**config.mk**
```make
export PLATFORM = sky130hd
export DESIGN_NAME = mismatch_cal_fsm
export DESIGN_NICKNAME = d
export VERILOG_FILES = /design/src/rtl/mismatch_cal_fsm.sv
export SDC_FILE = /design/constraint.sdc
export NUM_CORES = 1
export LEC_CHECK = 0
export BUFFER_PORTS_ARGS = -buffer_cell sky130_fd_sc_hd__buf_2
export CAP_MARGIN = 20
export CORE_ASPECT_RATIO = 1.2
export CORE_MARGIN = 10
export CORE_UTILIZATION = 38
export CTS_CLUSTER_SIZE = 25
export DETAILED_ROUTE_END_ITERATION = 10
export PLACE_DENSITY_LB_ADDON = 0.05
export SKIP_LAST_GASP = 1
export SLEW_MARGIN = 20
export SYNTH_ARGS = -nofsm -noshare
export SYNTH_HDL_FRONTEND = slang
export SYNTH_SLANG_ARGS = --single-unit
```
**constraint.sdc**
```tcl
create_clock -name clk -period 5.48 [get_ports clk]
set_clock_uncertainty 0.1 [all_clocks]
set_input_delay 0.274 -clock clk [delete_from_list [all_inputs] [get_ports clk]]
set_output_delay 0.274 -clock clk [all_outputs]
set_load 0.005 [all_outputs]
```
**src/rtl/mismatch_cal_fsm.sv**
```systemverilog
module mismatch_cal_fsm #(
  parameter int SW = 4,
  parameter int RW = 3,
  parameter int MW = 16,
  parameter int MAX_ITER = 8
) (
  input  logic          clk,
  input  logic          rst_n,
  input  logic          start,
  output logic          meas_req,
  output logic          cand_sel,
  output logic [SW-1:0] cand_str,
  output logic [RW-1:0] cand_res,
  input  logic          meas_ack,
  input  logic [MW-1:0] meas_mag,
  output logic          done,
  output logic          overflow,
  output logic          cal_sel,
  output logic [SW-1:0] cal_str,
  output logic [RW-1:0] cal_res
);
  localparam logic [SW-1:0] S_LAST = SW'((1 << SW) - 1);
  localparam logic [SW-1:0] R_LAST = SW'((1 << RW) - 1);
  localparam int IW = (MAX_ITER > 1) ? $clog2(MAX_ITER) : 1;

  typedef enum logic [2:0] {S_IDLE, S_BASE, S_CHAN, S_DRV, S_RES, S_DONE} st_t;
  st_t state;

  logic          sel, found, ovf;
  logic [SW-1:0] cnt, s_cur, s_prev, best_code;
  logic [RW-1:0] r_cur, r_prev;
  logic [MW-1:0] o_prev, best_mag;
  logic [IW-1:0] it;

  wire          better   = (cnt == '0) || (meas_mag < best_mag);
  wire [MW-1:0] win_mag  = better ? meas_mag : best_mag;
  wire [SW-1:0] win_code = better ? cnt : best_code;
  wire          lower    = meas_mag < o_prev;

  assign meas_req = (state == S_BASE) || (state == S_CHAN) || (state == S_DRV) || (state == S_RES);
  assign cand_sel = (state == S_DRV || state == S_RES) ? sel : 1'b0;
  assign cand_str = (state == S_CHAN || state == S_DRV) ? cnt : (state == S_RES) ? s_cur : '0;
  assign cand_res = (state == S_RES) ? cnt[RW-1:0] : (state == S_DRV) ? r_cur : '0;
  assign done     = (state == S_DONE);
  assign overflow = ovf;
  assign cal_sel  = sel;
  assign cal_str  = s_cur;
  assign cal_res  = r_cur;

  always_ff @(posedge clk or negedge rst_n) begin
    if (!rst_n) begin
      state <= S_IDLE; sel <= 1'b0; found <= 1'b0; ovf <= 1'b0;
      cnt <= '0; s_cur <= '0; s_prev <= '0; best_code <= '0;
      r_cur <= '0; r_prev <= '0; o_prev <= '0; best_mag <= '0; it <= '0;
    end else begin
      case (state)
        S_IDLE, S_DONE:
          if (start) begin
            state <= S_BASE; sel <= 1'b0; ovf <= 1'b0; it <= '0;
            s_cur <= '0; r_cur <= '0; s_prev <= '0; r_prev <= '0;
          end
        S_BASE:
          if (meas_ack) begin
            o_prev <= meas_mag; found <= 1'b0; cnt <= SW'(1); state <= S_CHAN;
          end
        S_CHAN:
          if (meas_ack) begin
            if (lower) found <= 1'b1;
            if (cnt == S_LAST) begin
              sel <= !(found || lower); cnt <= '0; state <= S_DRV;
            end else cnt <= cnt + 1'b1;
          end
        S_DRV:
          if (meas_ack) begin
            best_mag <= win_mag; best_code <= win_code;
            if (cnt == S_LAST) begin
              s_cur <= win_code; cnt <= '0; state <= S_RES;
            end else cnt <= cnt + 1'b1;
          end
        S_RES:
          if (meas_ack) begin
            best_mag <= win_mag; best_code <= win_code;
            if (cnt == R_LAST) begin
              state <= S_DONE;
              if (o_prev <= win_mag) begin
                s_cur <= s_prev; r_cur <= r_prev;
              end else begin
                r_cur <= win_code[RW-1:0]; r_prev <= win_code[RW-1:0];
                s_prev <= s_cur; o_prev <= win_mag;
                if (it == IW'(MAX_ITER - 1)) ovf <= 1'b1;
                else begin
                  it <= it + 1'b1; cnt <= '0; state <= S_DRV;
                end
              end
            end else cnt <= cnt + 1'b1;
          end
        default: state <= S_IDLE;
      endcase
    end
  end
endmodule

```
==> results of run 1 <==
==> cell families (layout without fill, tap and decap cells) <==
group                      after synthesis  in the layout  synth area share, %
muxes                                   24             24                 5.88
and+or+nand+nor                        162            162                 17.4
AOI/OAI and AO/OA                      126            126                 19.6
buffers and inverters                   61             99                 6.15
adders and majority gates               50             50                 14.9
xor gates and xnor gates                 1              1                0.209
DFF                                     60             60                 35.8
==> registers in the layout, indices dropped and copies added (netlist names) <==
| signal | cells |
|---|---|
| found | 1 |
| cal_sel | 1 |
| o_prev | 16 |
| cnt | 4 |
| overflow | 1 |
| best_code | 4 |
| s_prev | 4 |
| cal_str | 4 |
| r_prev | 3 |
| it | 3 |
| best_mag | 16 |
| state | 3 |
==> worst max path at each step <==
stage / from / end / slack [ns] / cells after the start
final: best_mag[10] / overflow / 0.64 / 16
after floorplan: best_mag[10] / cal_str[2] / 1.52 / 17
after global routing: best_mag[10] / overflow / 0.23 / 16
after detailed placement: best_mag[10] / overflow / 0.65 / 16
after global placement: meas_mag[10] / overflow / 0.80 / 16
after CTS: best_mag[10] / overflow / 0.63 / 16
==> layer usage <==
layer	track usage [%]	part of all wire [%]	up-vias
li1	-	-	1808
met1	18.7	45	1721
met2	25.5	51	50
met3	3.59	2.8	7
met4	3.55	0.81	0
met5	0	0	-
==> cell type report <==
class	instances	share of cell area, %
Clock buffer	10	4.92
Clock inverter	6	2.78
Inverter	41	3.17
Multi-Input combinational cell	363	50.4
Sequential cell	60	30.9
Tap cell	129	3.32
Timing Repair Buffer	42	4.53
==> power by group through the flow <==
stage | Sequential (mW) | Combinational [mW] | Clock (mW)
floorplan | 0.712 | 0.982 | 0
global placement | 0.800 | 1.25 | 0
detailed placement | 0.803 | 1.27 | 0
CTS | 0.795 | 1.28 | 0.723
global route | 0.823 | 1.45 | 0.748
finish | 0.794 | 1.25 | 0.715
==> through the flow <==
| stage | util (%) | instance area, sq um | power [mW] |
|---|---|---|---|
| 6_report | 45.6 | 4860 | 2.76 |
| 4_1_cts | 45.6 | 4860 | 2.79 |
| 2_1_floorplan | - | 4190 | 1.69 |
| 5_1_grt | 45.6 | 4860 | 3.02 |
| 3_3_place_gp | 42.1 | 4490 | 2.05 |
| 3_5_place_dp | 42.1 | 4490 | 2.07 |
==> worst reg2reg max path: stages, from the launching register on <==
cell,delay (ns)
dfrtp_1,0.37
inv_1,0.07
ha_1,0.31
and4_1,0.29
nand4_1,0.12
a211o_1,0.33
a31oi_4,0.58
buf_4,0.32
mux2i_1,0.10
ha_1,0.30
nand3_1,0.08
nor2_1,0.14
nand4_1,0.15
nor3_1,0.72
o21ba_2,0.29
nand2b_1,0.31
a221oi_1,0.13
==> synth_stat cells (10+ instances only) <==
master	instances	area [sq um]
a22o_1	10	87.6
inv_1	41	154
buf_2	11	55.1
o21ai_0	22	110
ha_1	50	626
a31oi_1	18	113
a21oi_1	18	90.1
dfrtp_1	60	1500
o21ai_1	20	100
nand2_1	75	282
nor2_1	37	139
mux2i_1	19	190
nand3_1	10	50.1
==> results.cfg, run 1 <==
[yosys]
yosys_warnings = 0
syn-cell-area_sq_um = 4190
syn_avg_cell_area_sq_um = 8.66
synth_fp_nets = 554
netlist_instances = 484
synthArstFlopShare_pct = 100
synth_seq_area_share_pct = 35.8
ys_ff_latch = 60
synth_ff_type = dfrtp_1
synth.distinct_cells = 50
synth_edf_count = 0

[detailed_routing]
drtAntennaViolNets = 0
first_iter_violations = 158
routedWlPerCell_um = 17.2
dr.pass1.iters = 6
drc = 0
viasPerCell = 5.51
vias = 3586
totalWireLength_mm = 11.2

[power_and_ir_drop]
power.switching_mw = 1.11
combPwrFrac_pct = 45.3
power_density_nw_per_um2 = 567
pwr-share-seq_pct = 28.8
ir_worst_vdd_mv = 0.184
swShare_pct = 40.3
clockPowerShare_pct = 25.9
p_int_mw = 1.64
power_leakage_nw = 2.39

[sta]
fin_ws_ns = 0.638
hold-worst-slack_ns = 0.0192
final-setup-viol-count = 0
finalCritPeriodShare_pct = 88.4
fin_setup_tns_ns = 0
fmax_ghz = 0.207
tightest_slew_ns = 0.858
final-max-slew-violation-count = 0
rsz0062_at_grt = no
min_period_ns = 4.84
relSlewSlack_pct = 42.4
hold_viol = 0

[critical_path]
crit_chain = inv_1 > ha_1 > and4_1 > nand4_1 > a211o_1 > a31oi_4 > buf_4 > mux2i_1 > ha_1 > nand3_1 > nor2_1 > nand4_1 > nor3_1 > o21ba_2 > nand2b_1 > a221oi_1
crit_buf_inv = 2
rr_startpoint = best_mag[10]
arrival_ns = 4.92
r2r_cells = 16
crit_required_ns = 5.56
critPathMaxFanout = 15
r2r_slack_ns = 0.64
r2r_end = overflow
crit_path_end_kind = register
cpMaxStageDelayCell = nor3_1
path_class = register to register
slowest_delay_ns = 0.72
critPathTopFamily = simple AND/OR/NAND/NOR gates
startpoint_type = register

[clock_tree]
path_clk_slew_ns = 0.05
cts_buffers = 9
clk_latency_ns = 0.33
cts_resized = 0
root_buffer = clkbuf_16
cts_tree = done
postCtsSetupBuffers = 0
cts_max_level = 3
cts_num_sinks = 60
ctsLongestPathBuffers = 2
holdBufCountCts = 0

[floorplanning]
ios = 39
core_sq_um = 10700
rows = 41
fp.dieW_um = 116
initial_core_util_pct = 39.3
die_area_sq_um = 15700
chipHeight_um = 135

[layout]
diodes = 0
nFillCells = 1077
final_common_cell = nand2_1
final_cells = 651
seq_area_sq_um = 1500
nNetsFinal = 587
drive_gt1_share_pct = 13.0
syn2layout_area_growth_pct = 16.0
layout_common_cells = nand2_1, dfrtp_1, ha_1
multi_input_area_sq_um = 2450

[run_status]
status = finished clean

[global_routing]
overflow = 0
grt_pass1_vias = 3597
grt_start_max_net_pins = 61
grt_usage_pct = 15.1
grt_pass1_wl_mm = 18.8
antenna_found_initial = 0

[placed_design]
gp_congestion = 0.780
dp_cells = 635
hpwl_mm = 8.40
io_buffers = 38
dp_slack_ns = 0.655

[job]
maxCapViolCount = 0

[min_path]
min_path_type = primary input to asynchronous set/reset pin
Power figures use the tool's default switching activity.
==> run 2, diff against run 1 <==
ABC_AREA = 1   (was not set)
==> run 2 against run 1 <==
Final area increased by 6.7%; global-route usage decreased by 0.67 points; first-iteration DRC count increased by 3.2%; power increased by 13%; sequential power decreased by 5.0%; combinational power increased by 35%; fmax increased by 17%; clock power decreased by 7.7%; via count increased by 16%; critical path depth increased by 4; clock-buffer cell count unchanged; worst hold slack improved by 0.013 ns; largest power group unchanged.
==> results.cfg, run 2 <==
[yosys]
yosys-top-cells-area = dfrtp_1, nand2_1, ha_1
synth_xor_area_share_pct = 0.193
synth_edf_count = 0
synth_ff_type = dfrtp_1
syn_avg_cell_area_sq_um = 6.91
yosysTopAreaCellShare_pct = 33.1
netlist_instances = 656
synth_seq_area_share_pct = 33.1
synthArstFlopShare_pct = 100
muxShareOfSynthArea_pct = 0
synth_fp_nets = 726
yosysTopAreaCell = dfrtp_1
synthSimpleGateAreaFrac_pct = 31.1
synth_top_family_by_area = simple AND/OR/NAND/NOR gates
synth_top_cells_by_count = nand2_1, inv_1, dfrtp_1
syn-cell-area_sq_um = 4530
synth_most_common_cell = nand2_1
synth_compound_area_share_pct = 13.6
ys_ff_latch = 60
yosys.area_share.adder_pct = 13.8
yosys_warnings = 0
synth.distinct_cells = 32

[floorplanning]
fp.dieW_um = 120
die_area_sq_um = 16700
chipHeight_um = 140
core_sq_um = 11600
initial_core_util_pct = 39.0
rows = 43
ios = 39

[sta]
final-max-slew-violation-count = 0
min_period_ns = 4.14
fmax_ghz = 0.241
fin_setup_tns_ns = 0
hold-worst-slack_ns = 0.0317
fin_ws_ns = 1.34
finalCritPeriodShare_pct = 75.6
final-setup-viol-count = 0
relSlewSlack_pct = 45.8
hold_viol = 0
rsz0062_at_grt = no
tightest_slew_ns = 0.814

[power_and_ir_drop]
pwr-share-seq_pct = 24.3
combPwrFrac_pct = 54.5
power_density_nw_per_um2 = 598
power_mw = 3.11
power.switching_mw = 1.47
p_int_mw = 1.63
ir_worst_vdd_mv = 0.211
power_leakage_nw = 2.76
clockPowerShare_pct = 21.3
swShare_pct = 47.4

[placed_design]
io_buffers = 38
gp_congestion = 0.808
dp_slack_ns = 1.24
hpwl_mm = 8.82

[critical_path]
crit_path_end_kind = register
critPathMaxFanout = 46
crit_chain = inv_1 > ha_1 > nand4_1 > nor3_1 > nand2_2 > nand2_2 > nand2_4 > inv_4 > o21ai_0 > ha_1 > nand4_1 > nor2_1 > nand3_1 > nand3_1 > nand2_1 > nand2_1 > buf_4 > nor2_1 > nand2_1 > nand2_1
crit_required_ns = 5.60
startpoint_type = register
cpMaxStageDelayCell = inv_4
arrival_ns = 4.26
slowest_delay_ns = 0.43
crit_buf_inv = 3
cpMostUsedCell = nand2_1
path_class = register to register
critPathTopFamily = simple AND/OR/NAND/NOR gates

[detailed_routing]
dr.pass1.iters = 4
route.met3.wl_um = 385
vias = 4172
wl_met1_mm = 5.60
wl_met2_mm = 5.93
first_iter_violations = 163
drtAntennaViolNets = 0
viasPerCell = 4.90
drc = 0
top_layer = met4
routedWlPerCell_um = 14.1
totalWireLength_mm = 12.0

[clock_tree]
clk_latency_ns = 0.33
cts_resized = 0
path_clk_slew_ns = 0.06
postCtsSetupBuffers = 0
ctsLongestPathBuffers = 2
root_buffer = clkbuf_16
cts_tree = done
cts_max_level = 3
cts_buffers = 9
cts_num_sinks = 60
holdBufCountCts = 0

[global_routing]
grt_usage_pct = 14.4
grt_pass1_vias = 4056
overflow = 0
antenna_found_initial = 0
grt_start_max_net_pins = 61
grt_pass1_wl_mm = 19.8

[layout]
postLayoutCoreUtil_pct = 44.6
nNetsFinal = 761
final_common_cell = nand2_1
drive_gt1_share_pct = 12.2
layout_common_cells = nand2_1, inv_1, dfrtp_1
diodes = 0
largestRegisters = best_mag x16, o_prev x16
syn2layout_area_growth_pct = 14.5

[job]
maxCapViolCount = 0

[run_status]
status = finished clean

[min_path]
min_path_type = primary input to asynchronous set/reset pin
==> run 2: cell types whose count changed in the layout (fill, tap and decap cells not counted), sizes merged, moves of 5 or more <==
cell    change
nand2     +173
inv        +31
nand3      +28
o21ai      +25
mux2i      -19
nor2       +18
a31oi      -17
a22o       -10
a21oi       +7
a21o        -6
and3        -6
mux2        -5
nand2b      -5
==> run 2: cells by family after synthesis <==
family	after synthesis
and+or+nand+nor	351
AOI/OAI and AO/OA	105
buffers and inverters	89
DFF	60
adders and majority gates	50
xor gates and xnor gates	1
==> run 2: final cells by class <==
type / count / area (sq um)
clock buffers: 10 / 239
clock inverters: 5 / 100
fillers: 1266 / 6430
inverters: 72 / 273
multi-input cells: 507 / 2670
flip-flops and latches: 60 / 1500
well taps: 157 / 196
repair buffers: 41 / 213
==> run 2: per-layer routing <==
| metal | up-vias | track usage [%] |
|---|---|---|
| met4 | 0 | 4.39 |
| li1 | 2179 | - |
| met2 | 51 | 24.8 |
| met5 | - | 0 |
| met3 | 12 | 3.32 |
| met1 | 1930 | 17.3 |
==> run 2: per-stage QoR <==
step,std cells,cell area [sq um]
2_1_floorplan,656,4530
3_3_place_gp,837,4850
3_5_place_dp,837,4850
4_1_cts,852,5190
5_1_grt,852,5190
6_report,852,5190
==> run 2: worst paths after layout <==
check / startpoint / endpoint / slack [ns] / depth (start not counted)
max: best_mag[15] / o_prev[6] / 1.34 / 20
min: rst_n / best_mag[5] / 0.03 / 2
max reg2reg: best_mag[15] / o_prev[6] / 1.34 / 20
min reg2reg: found / found / 0.38 / 2
max in group asynchronous: rst_n / best_mag[15] / 4.73 / 2
min in group clk: meas_mag[9] / best_mag[9] / 0.20 / 3
==> run 2: power groups by stage <==
stage	Sequential, mW	Clock, mW	Combinational (mW)
floorplan	0.718	0	1.34
global placement	0.759	0	1.70
detailed placement	0.762	0	1.72
CTS	0.756	0.672	1.73
global route	0.780	0.690	1.99
finish	0.754	0.660	1.69
